==> src/rtl/tcfg_pkg.sv <==
// Shared constants, the check decision type and the record-layout helper
// for the tile shape configuration unit. Assumes a 64-byte record.
package tcfg_pkg;

    localparam int REC_BYTES = 64;
    localparam int PAL_OFS   = 0;    // palette number byte
    localparam int BPR_OFS   = 16;   // first bytes-per-row byte (16-bit per tile)
    localparam int ROW_OFS   = 48;   // first row-count byte (8-bit per tile)
    localparam int MAX_TILES = 8;    // the layout has room for eight tiles

    // Outcome of checking a staged record
    typedef enum logic [1:0] {
        ACT_NONE   = 2'd0,
        ACT_COMMIT = 2'd1,
        ACT_INIT   = 2'd2,
        ACT_FAULT  = 2'd3
    } act_e;

    // True when record byte b belongs to a defined field for the given tile count
    function automatic bit is_field(int b, int tiles);
        return (b == PAL_OFS) ||
               (b >= BPR_OFS && b < BPR_OFS + 2 * tiles) ||
               (b >= ROW_OFS && b < ROW_OFS + tiles);
    endfunction

endpackage

==> src/rtl/tcfg_stage.sv <==
// Staging buffer: collects the 64-byte record one word at a time.
// Assumes WORD_BYTES divides the record size; bytes are little-endian in a word.
module tcfg_stage #(
    parameter int WORD_BYTES = 4,
    localparam int WORDS = tcfg_pkg::REC_BYTES / WORD_BYTES,
    localparam int AW    = $clog2(WORDS),
    localparam int DW    = 8 * WORD_BYTES
) (
    input  logic                             clk,
    input  logic                             rst_n,
    input  logic                             wr_en_i,
    input  logic [AW-1:0]                    wr_addr_i,
    input  logic [DW-1:0]                    wr_data_i,
    output logic [8*tcfg_pkg::REC_BYTES-1:0] rec_o
);

    // Store one staged word per write strobe
    always_ff @(posedge clk) begin
        if (!rst_n) begin
            rec_o <= '0;
        end else if (wr_en_i) begin
            rec_o[wr_addr_i*DW +: DW] <= wr_data_i;
        end
    end

endmodule

==> src/rtl/tcfg_check.sv <==
// Record checker: splits the staged record into per-tile fields and decides
// whether a load commits, forces init or faults. Purely combinational.
module tcfg_check #(
    parameter int TILES    = 8,
    parameter int MAX_ROWS = 16,
    parameter int MAX_BPR  = 64
) (
    input  logic [8*tcfg_pkg::REC_BYTES-1:0] rec_i,
    output logic [8*TILES-1:0]               rows_o,
    output logic [16*TILES-1:0]              bpr_o,
    output tcfg_pkg::act_e                   act_o
);
    import tcfg_pkg::*;

    logic [TILES-1:0]     over;
    logic [REC_BYTES-1:0] resv_nz;
    logic [7:0]           pal;

    assign pal = rec_i[PAL_OFS*8 +: 8];

    // Per-tile field extraction and range check
    for (genvar t = 0; t < TILES; t++) begin : g_tile
        assign rows_o[t*8 +: 8]   = rec_i[(ROW_OFS + t)*8 +: 8];
        assign bpr_o[t*16 +: 16]  = rec_i[(BPR_OFS + 2*t)*8 +: 16];
        assign over[t] = (rows_o[t*8 +: 8] > 8'(MAX_ROWS)) ||
                         (bpr_o[t*16 +: 16] > 16'(MAX_BPR));
    end

    // Reserved-byte scan: flags a nonzero byte outside every defined field
    for (genvar b = 0; b < REC_BYTES; b++) begin : g_byte
        if (is_field(b, TILES)) begin : g_fld
            assign resv_nz[b] = 1'b0;
        end else begin : g_res
            assign resv_nz[b] = |rec_i[b*8 +: 8];
        end
    end

    // Decision: a zero palette forces init before any other check
    always_comb begin
        if (pal == 8'd0)
            act_o = ACT_INIT;
        else if (pal != 8'd1 || |over || |resv_nz)
            act_o = ACT_FAULT;
        else
            act_o = ACT_COMMIT;
    end

endmodule

==> src/rtl/tcfg_active.sv <==
// Active shape state: applies load and release commands, raises the fault and
// clear pulses, and serves registered read-back of the active record.
// Assumes release has priority over load; read-back rebuilds reserved bytes as zero.
module tcfg_active #(
    parameter int TILES      = 8,
    parameter int MAX_ROWS   = 16,
    parameter int MAX_BPR    = 64,
    parameter int WORD_BYTES = 4,
    localparam int WORDS = tcfg_pkg::REC_BYTES / WORD_BYTES,
    localparam int AW    = $clog2(WORDS),
    localparam int DW    = 8 * WORD_BYTES
) (
    input  logic                clk,
    input  logic                rst_n,
    input  logic                load_i,
    input  logic                release_i,
    input  tcfg_pkg::act_e      act_i,
    input  logic [8*TILES-1:0]  rows_i,
    input  logic [16*TILES-1:0] bpr_i,
    input  logic [AW-1:0]       rd_addr_i,
    output logic [DW-1:0]       rd_data_o,
    output logic                conf_o,
    output logic                fault_o,
    output logic                clear_o,
    output logic [8*TILES-1:0]  rows_o,
    output logic [16*TILES-1:0] bpr_o
);
    import tcfg_pkg::*;

    logic [8*REC_BYTES-1:0] img;

    // Command handling: release first, then the checked load outcome
    always_ff @(posedge clk) begin
        if (!rst_n) begin
            conf_o  <= 1'b0;
            fault_o <= 1'b0;
            clear_o <= 1'b0;
            rows_o  <= '0;
            bpr_o   <= '0;
        end else begin
            fault_o <= 1'b0;
            clear_o <= 1'b0;
            if (release_i) begin
                conf_o  <= 1'b0;
                clear_o <= 1'b1;
                rows_o  <= '0;
                bpr_o   <= '0;
            end else if (load_i) begin
                unique case (act_i)
                    ACT_INIT: begin
                        conf_o  <= 1'b0;
                        clear_o <= 1'b1;
                        rows_o  <= '0;
                        bpr_o   <= '0;
                    end
                    ACT_COMMIT: begin
                        conf_o <= 1'b1;
                        rows_o <= rows_i;
                        bpr_o  <= bpr_i;
                    end
                    ACT_FAULT: fault_o <= 1'b1;
                    default: ;
                endcase
            end
        end
    end

    // Rebuild the active record image from the held fields
    always_comb begin
        img = '0;
        img[PAL_OFS*8 +: 8] = {7'd0, conf_o};
        for (int t = 0; t < TILES; t++) begin
            img[(BPR_OFS + 2*t)*8 +: 16] = bpr_o[t*16 +: 16];
            img[(ROW_OFS + t)*8 +: 8]    = rows_o[t*8 +: 8];
        end
    end

    // Registered read-back of one record word
    always_ff @(posedge clk) begin
        if (!rst_n)
            rd_data_o <= '0;
        else
            rd_data_o <= img[rd_addr_i*DW +: DW];
    end

    // A fault leaves the active shape untouched
    p_fault_hold_r5: assert property (@(posedge clk) disable iff (!rst_n)
        fault_o |-> (conf_o == $past(conf_o)) && (rows_o == $past(rows_o)) &&
                    (bpr_o == $past(bpr_o)));

    // A clear request always coincides with the empty initial state
    p_clear_init_r4: assert property (@(posedge clk) disable iff (!rst_n)
        clear_o |-> !conf_o && rows_o == '0 && bpr_o == '0 && !fault_o);

    // Release wins over everything and clears on the next edge
    p_release_r8: assert property (@(posedge clk) disable iff (!rst_n)
        release_i |=> clear_o && !conf_o && !fault_o);

    // Unconfigured means every tile shape reads zero
    p_unconf_zero_r9: assert property (@(posedge clk) disable iff (!rst_n)
        !conf_o |-> rows_o == '0 && bpr_o == '0);

    // Active shapes never exceed the tile limits
    for (genvar t = 0; t < TILES; t++) begin : g_bound
        p_shape_bound_r6: assert property (@(posedge clk) disable iff (!rst_n)
            rows_o[t*8 +: 8] <= 8'(MAX_ROWS) && bpr_o[t*16 +: 16] <= 16'(MAX_BPR));
    end

endmodule

==> src/rtl/tcfg_unit.sv <==
// Top of the tile shape configuration unit: staging buffer, record checker
// and active state. Assumes TILES <= 8 and WORD_BYTES dividing 64.
module tcfg_unit #(
    parameter int TILES      = 8,
    parameter int MAX_ROWS   = 16,
    parameter int MAX_BPR    = 64,
    parameter int WORD_BYTES = 4,
    localparam int WORDS = tcfg_pkg::REC_BYTES / WORD_BYTES,
    localparam int AW    = $clog2(WORDS),
    localparam int DW    = 8 * WORD_BYTES
) (
    input  logic                clk,
    input  logic                rst_n,
    input  logic                wr_en_i,
    input  logic [AW-1:0]       wr_addr_i,
    input  logic [DW-1:0]       wr_data_i,
    input  logic                load_i,
    input  logic                release_i,
    input  logic [AW-1:0]       rd_addr_i,
    output logic [DW-1:0]       rd_data_o,
    output logic                configured_o,
    output logic                fault_o,
    output logic                clear_o,
    output logic [8*TILES-1:0]  tile_rows_o,
    output logic [16*TILES-1:0] tile_bpr_o
);
    import tcfg_pkg::*;

    logic [8*REC_BYTES-1:0] staged;
    logic [8*TILES-1:0]     chk_rows;
    logic [16*TILES-1:0]    chk_bpr;
    act_e                   chk_act;

    initial begin
        p_tile_count_fits: assert (TILES >= 1 && TILES <= MAX_TILES);
        p_word_divides: assert (REC_BYTES % WORD_BYTES == 0);
    end

    tcfg_stage #(.WORD_BYTES(WORD_BYTES)) u_stage (
        .clk       (clk),
        .rst_n     (rst_n),
        .wr_en_i   (wr_en_i),
        .wr_addr_i (wr_addr_i),
        .wr_data_i (wr_data_i),
        .rec_o     (staged)
    );

    tcfg_check #(.TILES(TILES), .MAX_ROWS(MAX_ROWS), .MAX_BPR(MAX_BPR)) u_check (
        .rec_i  (staged),
        .rows_o (chk_rows),
        .bpr_o  (chk_bpr),
        .act_o  (chk_act)
    );

    tcfg_active #(
        .TILES(TILES), .MAX_ROWS(MAX_ROWS), .MAX_BPR(MAX_BPR), .WORD_BYTES(WORD_BYTES)
    ) u_active (
        .clk       (clk),
        .rst_n     (rst_n),
        .load_i    (load_i),
        .release_i (release_i),
        .act_i     (chk_act),
        .rows_i    (chk_rows),
        .bpr_i     (chk_bpr),
        .rd_addr_i (rd_addr_i),
        .rd_data_o (rd_data_o),
        .conf_o    (configured_o),
        .fault_o   (fault_o),
        .clear_o   (clear_o),
        .rows_o    (tile_rows_o),
        .bpr_o     (tile_bpr_o)
    );

    // Read-back of an unconfigured unit is all zeros one cycle later
    p_rd_zero_r9: assert property (@(posedge clk) disable iff (!rst_n)
        !configured_o |=> rd_data_o == '0);

    // Staging writes alone never change the active shape
    p_stage_quiet_r2: assert property (@(posedge clk) disable iff (!rst_n)
        !load_i && !release_i |=> $stable(configured_o) && $stable(tile_rows_o) &&
                                  $stable(tile_bpr_o));

endmodule

==> config.mk <==
export PLATFORM = sky130hd
export DESIGN_NAME = tcfg_unit
export DESIGN_NICKNAME = d
export VERILOG_FILES = /design/src/rtl/tcfg_pkg.sv /design/src/rtl/tcfg_stage.sv /design/src/rtl/tcfg_check.sv /design/src/rtl/tcfg_active.sv /design/src/rtl/tcfg_unit.sv
export SDC_FILE = /design/constraint.sdc
export NUM_CORES = 2
export LEC_CHECK = 0
export BUFFER_PORTS_ARGS = -buffer_cell sky130_fd_sc_hd__buf_2
export CAP_MARGIN = 20
export CORE_ASPECT_RATIO = 0.6
export CORE_UTILIZATION = 41
export DETAILED_ROUTE_END_ITERATION = 8
export MAX_ROUTING_LAYER = met4
export PLACE_DENSITY = 0.58
export RECOVER_POWER = 100
export SLEW_MARGIN = 20
export SYNTH_ARGS = -nofsm -noshare
export SYNTH_HDL_FRONTEND = slang
export SYNTH_SLANG_ARGS = --single-unit
==> constraint.sdc <==
create_clock -name clk -period 3.1 [get_ports clk]
set_clock_uncertainty 0.1 [all_clocks]
set_input_delay 0.155 -clock clk [delete_from_list [all_inputs] [get_ports clk]]
set_output_delay 0.155 -clock clk [all_outputs]
set_load 0.03 [all_outputs]
### Yosys cells after proc, flatten, opt, wreduce, memory -nomap -nowiden

Index checks and enable logic that the tools add are counted.
W data, S select, Z words.

| word-level totals | value |
|---|---|
| bits in latches | 0 |
| flip-flop bits (word level) | 739 |
| output and inout port bits | 227 |
| memory bits (writable) | 0 |
| memories kept | 0 |
| memory bits (read-only) | 0 |
| input bits | 45 |

| cells by class | value |
|---|---|
| bitwise operators | 2 |
| add/sub/neg operators | 1 |
| equal/unequal tests | 4 |
| divide/modulo/power cells | 0 |
| multiplexer cells | 10 |
| $mul | 0 |
| shift-type cells | 3 |
| magnitude comparators | 16 |
| reductions and logical operators | 17 |

Operators with widths:

| kind | number |
|---|---|
| $bwmux W512 | 1 |
| $shift A32 B34 Y512 const A | 1 |
| $shiftx A32 B34 Y512 | 1 |
| $shiftx A512 B10 Y32 | 1 |
| $reduce_or A312 Y1 | 1 |
| $pmux W128 S2 | 1 |
| $gt A16 B7 Y1 const B | 8 |
| $pmux W64 S2 | 1 |
| $gt A8 B5 Y1 const B | 8 |
| $neg A9 Y34 | 1 |
| $logic_or A1 B1 Y1 | 10 |
| $logic_not A8 Y1 | 1 |
| $ne A8 B1 Y1 const B | 1 |
| $reduce_or A8 Y1 | 1 |
| $eq A2 B2 Y1 const B | 2 |
| $mux W1 | 4 |
| $mux W2 | 2 |
| $reduce_or A3 Y1 | 1 |
| $eq A2 B1 Y1 const B | 1 |
| $not A1 Y1 | 2 |
| $pmux W1 S2 | 1 |
| $reduce_and A2 Y1 | 1 |
| $reduce_bool A2 Y1 | 1 |
| $reduce_or A2 Y1 | 1 |

### Logic depth before layout (Yosys ltp)

| logic depth | value |
|---|---|
| word-level depth | 11 |
| depth in mapped cells | 12 |

### Modules after synthesis

From an unflattened synthesis, not the netlist that was laid out.

| second synthesis, totals | value |
|---|---|
| cells, all modules | 3628 |
| area total of the unflattened synthesis | 31819.3 sq um |

By module, submodules not included:

| module | times used | area an instance (sq um) | cells each | sequential area each (sq um) |
|---|---|---|---|---|
| tcfg_stage | 1 | 20035.5 | 2207 | 10249.8 |
| tcfg_active | 1 | 9202.6 | 1057 | 4544.4 |
| tcfg_check | 1 | 2581.2 | 364 | 0.0 |

### Worst setup path after synthesis

Ideal clock, no wire load.

| timing | value |
|---|---|
| path type | register -> register |
| start point | reg u_stage.rec_o[208] in the netlist's numbering |
| end point | reg u_active.bpr_o[16] |
| path buffers | 2 |
| cell stages (with the launch flop) | 10 |
| required time | 2.883 ns |
| clock period less this slack | 2.423 ns |
| library setup time | 0.117 ns |
| setup slack | 0.677 ns |
| arrival | 2.206 ns |
| path through | dfxtp_1 -> or4_1 -> o31a_1 -> nor4_1 -> nand3_1 -> nor3_2 -> o2bb2ai_1 -> clkbuf_1 -> buf_2 -> a22o_1 |

| on the way | value |
|---|---|
| longest elaborated chain between the ends | 10 |
| elaborated cells on any way between the ends | 12 |
| those cells by class | 1 x order compare; 2 x eq/ne; 3 x mux; 6 x reduce/logical |

RTL lines:

| element | line | RTL |
|---|---|---|
| from (decl) | tcfg_stage.sv:14 | `output logic [8*tcfg_pkg::REC_BYTES-1:0] rec_o` |
| from (signal, indexed assignment) | tcfg_stage.sv:22 | `rec_o[wr_addr_i*DW +: DW] <= wr_data_i;` |
| $gt A16 B7 Y1 (*) | tcfg_check.sv:26 | `(bpr_o[t*16 +: 16] > 16'(MAX_BPR));` |
| $logic_or A1 B1 Y1 (*) | tcfg_check.sv:25 | `assign over[t] = (rows_o[t*8 +: 8] > 8'(MAX_ROWS)) \|\|` |
| $reduce_or A8 Y1 (*) | tcfg_check.sv:42 | `else if (pal != 8'd1 \|\| \|over \|\| \|resv_nz)` |
| $logic_or A1 B1 Y1 (*) (2 in series) | tcfg_check.sv:42 |  |
| $mux W2 (*) | tcfg_check.sv:42 |  |
| $mux W2 (*) | tcfg_check.sv:40 | `if (pal == 8'd0)` |
| $eq A2 B2 Y1 or $eq A2 B1 Y1 (tied branches) | tcfg_active.sv:49 | `unique case (act_i)` |
| $reduce_bool A2 Y1 (no line) | n/a |  |
| $reduce_and A2 Y1 (no line) | n/a |  |
| to (signal assigned) | tcfg_active.sv:59 | `bpr_o <= bpr_i;` |
| to (decl) | tcfg_active.sv:26 | `output logic [16*TILES-1:0] bpr_o` |

Every way passes the cells marked *; elsewhere a longest branch is shown, timed or not.
A chain may end at the register's enable or synchronous reset.

### Final worst setup path

| timing | value |
|---|---|
| start point | reg u_stage.rec_o[424] in the netlist's numbering |
| end point | reg u_active.bpr_o[48] |

| on the way | value |
|---|---|
| longest elaborated chain between the ends | 10 |
| elaborated cells on any way between the ends | 12 |
| those cells by class | 1 x order compare; 2 x eq/ne; 3 x mux; 6 x reduce/logical |

RTL lines:

| element | line |
|---|---|
| $gt A8 B5 Y1 (*) | tcfg_check.sv:25 |
| $logic_or A1 B1 Y1 (*) | tcfg_check.sv:25 |
| $reduce_or A8 Y1 (*) | tcfg_check.sv:42 |
| $logic_or A1 B1 Y1 (*) (2 in series) | tcfg_check.sv:42 |
| $mux W2 (*) | tcfg_check.sv:42 |
| $mux W2 (*) | tcfg_check.sv:40 |
| $eq A2 B2 Y1 or $eq A2 B1 Y1 (tied branches) | tcfg_active.sv:49 |
| $reduce_bool A2 Y1 (no line) | n/a |
| $reduce_and A2 Y1 (no line) | n/a |

Marked as above.

==> key figures <==
Run status
  – Outcome: finished, violations left
  – Violated checks: capacitance limit, slew limit, setup timing

Critical path
  – Type of destination of the critical path: flop
  – Worst flop-to-flop path startpoint: u_stage.rec_o[424]
  – Type of the worst setup path: flop to flop
  – Required time at the worst-slack endpoint: 3.55 ns
  – CP startpoint kind: flop
  – CP max FO: 6
  – Register-to-register setup slack: -0.006 ns
  – Reg2Reg Capture Point: u_active.bpr_o[48]
  – Crit path from: u_stage.rec_o[424]
  – End point of the critical path: u_active.bpr_o[48]
  – R2R depth: 10
  – Arrival time at the worst endpoint: 3.56 ns

Drt
  – Drt wl/cell: 26.1 um
  – Count of antenna-violating nets left after detailed routing: 0
  – Post-route DRC violation count: 0
  – Via total after detailed routing: 26284
  – DR iter-0 viols: 3706
  – Post-detailed-route via-to-cell ratio: 5.94
  – Length of the first detailed-routing pass in iterations: 5
  – Sum of routed wire length over all layers: 115000 um

Floorplan
  – Effective utilization at floorplan: 42.0%
  – Floorplan die area: 0.0716 mm^2
  – Core footprint: 0.0689 mm^2
  – Width of the die: 345 um
  – Floorplan die height: 208 um
  – Number of rows in the core area: 74
  – Number of top-level pins: 272

Clocking
  – Number of buffers on the longest clock path: 3
  – Root cell of the clock tree: sky130_fd_sc_hd__clkbuf_16
  – Clock Sinks: 739
  – CTS tree: done
  – Clock H-tree levels: 3
  – Reg clk slew, reported paths: 0.07 ns
  – Clock insertion delay at the later pin of the skew report: 0.62 ns
  – Clock buffers created by TritonCTS: 70

Final layout
  – Commonest cells after routing, fill and taps aside: sky130_fd_sc_hd__dfxtp_1 (737), sky130_fd_sc_hd__nand2_1 (451), sky130_fd_sc_hd__nand3_1 (262)
  – Final Instance Count excl. Fillers: 4423
  – Layout Area Growth over Synthesis: 18.7%
  – Number of filler instances in the final layout: 6511
  – Area taken by multi-input logic gates: 0.0132 mm^2
  – Most common cell after layout, fill and taps aside: sky130_fd_sc_hd__dfxtp_1
  – Sequential cell area in the final layout: 0.0148 mm^2
  – Nets: 3506
  – Ratio of cells with drive above 1 in the final layout: 11.3%

Power and ir drop
  – Switching fraction of total power: 24.0%
  – Overall power after layout: 0.0201 W
  – Int Power: 0.0152 W
  – Power density normalized to cell area: 585 mW/mm^2
  – Switching Power: 0.00482 W
  – Share of total power in the clock network: 45.7%
  – Power share of the combinational group: 6.7%
  – Share of power burned in registers: 47.6%
  – Peak ir drop on the vdd network: 0.325 mV
  – Leakage: 11.9 nW

Global route
  – Total routing usage reported by global routing: 32.4%
  – Global-route wire length before repair: 167000 um
  – Final global-route overflow total: 0
  – Largest net degree at the start of global routing: 272
  – Via count of the first global-routing pass: 23985
  – Number of antenna violations at the first check in global routing: 12

Timing
  – Setup_tns: -0.00633 ns
  – Transition time at the pin with the least slew margin: 1.87 ns
  – Max Fclk: 0.322 GHz
  – Worst-case hold slack: 0.0860 ns
  – Number of max-slew violations in the final report: 378
  – Min setup slack post-route: -0.00633 ns
  – Post-layout minimum cycle time: 3.11 ns
  – Share of the cycle needed by the critical path after routing: 100%
  – Worst max-slew margin expressed relative to the limit: -24.6%
  – Hold Fails Final Rpt: 0
  – Final setup fails: 1
  – RSZ-0062 raised after global routing: true

Logic synthesis
  – Synth Net Count: 3265
  – Flip-flop and latch count after synthesis: 739
  – Register area share after synthesis: 51.2%
  – Arithmetic-cell share of the synthesized area counting full adders, half adders and majority gates: 0.0866%
  – Number of warning messages in the yosys log: 0
  – Largest family of logic cells by synthesized area: simple AND/OR/NAND/NOR gates
  – Complex-gate fraction of the synthesized area: 15.4%
  – Number of cells produced by synthesis: 3218
  – Mean area per synthesized cell: 8.98 um^2
  – Post-synthesis share of cell area spent on xor and xnor gates: 0.0606%
  – Basic-gate share of the synthesized area counting and, or, nand and nor cells: 25.5%
  – Proportion of synthesized area in mux cells: 3.78%
  – Synthesized area: 0.0289 mm^2
  – Unique masters post-synth: 41

Min path
  – Hold_sp: wr_en_i
  – Type of the most critical hold path: input port to flop

Place
  – Number of I/O port buffers: 271
  – Dpl cells: 4255
  – Placer Congestion: 0.948
  – Final HPWL from detailed placement: 79700 um
  – Post-Place Setup Slack: -0.280 ns

Job
  – Max-cap violations: 3
cell usage after synthesis:
cell,n,area [um^2]
sky130_fd_sc_hd__mux2i_1,1,10.0
sky130_fd_sc_hd__nand3_1,262,1310
sky130_fd_sc_hd__ha_1,2,25.0
sky130_fd_sc_hd__nor3_1,149,746
sky130_fd_sc_hd__mux2_2,32,360
sky130_fd_sc_hd__a21oi_1,138,691
sky130_fd_sc_hd__nand4_1,42,263
sky130_fd_sc_hd__buf_2,17,85.1
sky130_fd_sc_hd__nor2_1,47,176
sky130_fd_sc_hd__or4_1,6,45.0
sky130_fd_sc_hd__nor4b_1,2,17.5
sky130_fd_sc_hd__o31ai_1,1,7.51
sky130_fd_sc_hd__a22o_1,96,841
sky130_fd_sc_hd__xor2_1,1,8.76
sky130_fd_sc_hd__o21ai_1,3,15.0
sky130_fd_sc_hd__nand2b_1,3,18.8
sky130_fd_sc_hd__o21a_1,1,7.51
sky130_fd_sc_hd__buf_4,5,37.5
sky130_fd_sc_hd__a21boi_0,46,345
sky130_fd_sc_hd__xnor2_1,1,8.76
sky130_fd_sc_hd__mux4_2,32,721
sky130_fd_sc_hd__nand2_1,456,1710
sky130_fd_sc_hd__nor2b_1,139,870
sky130_fd_sc_hd__nor3_2,3,30.0
sky130_fd_sc_hd__or2_2,1,6.26
sky130_fd_sc_hd__o21ai_0,107,536
sky130_fd_sc_hd__o41ai_1,8,70.1
sky130_fd_sc_hd__nor3b_1,2,15.0
sky130_fd_sc_hd__a222oi_1,1,10.0
sky130_fd_sc_hd__and3_1,3,18.8
sky130_fd_sc_hd__and2_1,212,1330
sky130_fd_sc_hd__o211ai_1,1,7.51
sky130_fd_sc_hd__dfxtp_1,739,14800
sky130_fd_sc_hd__nor4_1,128,801
sky130_fd_sc_hd__o31a_1,5,43.8
sky130_fd_sc_hd__inv_1,5,18.8
sky130_fd_sc_hd__o2bb2ai_1,1,8.76
sky130_fd_sc_hd__buf_1,31,116
sky130_fd_sc_hd__clkbuf_1,239,897
sky130_fd_sc_hd__a22oi_1,31,233
sky130_fd_sc_hd__a21boi_1,219,1640
through the flow:
step | util, % | instance area, um^2
after floorplan | - | 28900
after global placement | 45.9 | 31600
after detailed placement | 45.9 | 31600
after CTS | 50.0 | 34500
after global routing | 49.8 | 34300
final | 49.8 | 34300
sequential cells by signal, summed over array words and instances (netlist names):
name and cells:
u_active.fault_o 1, u_active.rows_o 64, u_active.bpr_o 128, u_active.conf_o 1, u_active.rd_data_o 32, u_active.clear_o 1
u_stage.rec_o 512
power by group through the flow:
stage	Clock, W	Combinational [W]	Sequential [W]
finish	0.00917	0.00133	0.00955
detailed placement	0	0.00124	0.00976
global route	0.00965	0.00137	0.00955
floorplan	0	0.000638	0.00976
CTS	0.00925	0.00129	0.00955
global placement	0	0.00123	0.00976
area by class of cell:
cell class / count / area share [%]
Antenna cell: 3 / 0.0219
Clock buffer: 104 / 6.13
Clock inverter: 17 / 0.868
Inverter: 5 / 0.0547
Multi-Input combinational cell: 2182 / 38.4
Sequential cell: 739 / 43.1
Tap cell: 912 / 3.33
Timing Repair Buffer: 461 / 8.02
what timing repair did:
| item | 4_1_cts | 5_1_grt |
|---|---|---|
| hold endpoints to repair | 242 | 0 |
| pin swaps | 2 | 11 |
| endpoints found under the setup margin | 192 | 95 |
| gates cloned | 0 | 7 |
| hold buffers | 37 | 0 |
| setup buffers | 0 | 1 |
| resized for setup | 8 | 19 |
metal layers:
layer  wire length (um)  track usage, %  up-vias
li1                   -               -    11716
met1              54400            50.0    12941
met2              43700            40.6     1429
met3              14600            8.86      198
met4               2770            7.20        0
met5                  0               -        -
cells by family after synthesis:
| kind of cell | after synthesis |
|---|---|
| buffers and inverters | 297 |
| flip-flops | 739 |
| AND/OR/NAND/NOR | 1455 |
| AO/OA/AOI/OAI | 658 |
| XOR/XNOR | 2 |
| adder cells (fa/ha/maj) | 2 |
| multiplexers | 65 |
critical path: stages, from the launching register on:
cell and delay (ns):
sky130_fd_sc_hd__dfxtp_1 0.33, sky130_fd_sc_hd__o41ai_1 0.58, sky130_fd_sc_hd__nand4_1 0.29, sky130_fd_sc_hd__nor3_4 0.41, sky130_fd_sc_hd__nand4_1 0.22, sky130_fd_sc_hd__or2_4 0.31
sky130_fd_sc_hd__nor3_4 0.19, sky130_fd_sc_hd__buf_12 0.15, sky130_fd_sc_hd__clkbuf_16 0.18, sky130_fd_sc_hd__clkbuf_16 0.16, sky130_fd_sc_hd__a22o_1 0.12
how the worst min path moves through the flow:
stage                         endpoint  cells after the start
floorplan             u_active.clear_o                      1
global placement      u_active.clear_o                      2
detailed placement    u_active.clear_o                      2
CTS                 u_stage.rec_o[390]                      5
global route        u_stage.rec_o[390]                      5
finish              u_stage.rec_o[390]                      5
Note: power is estimated with default switching activity, not from simulation.
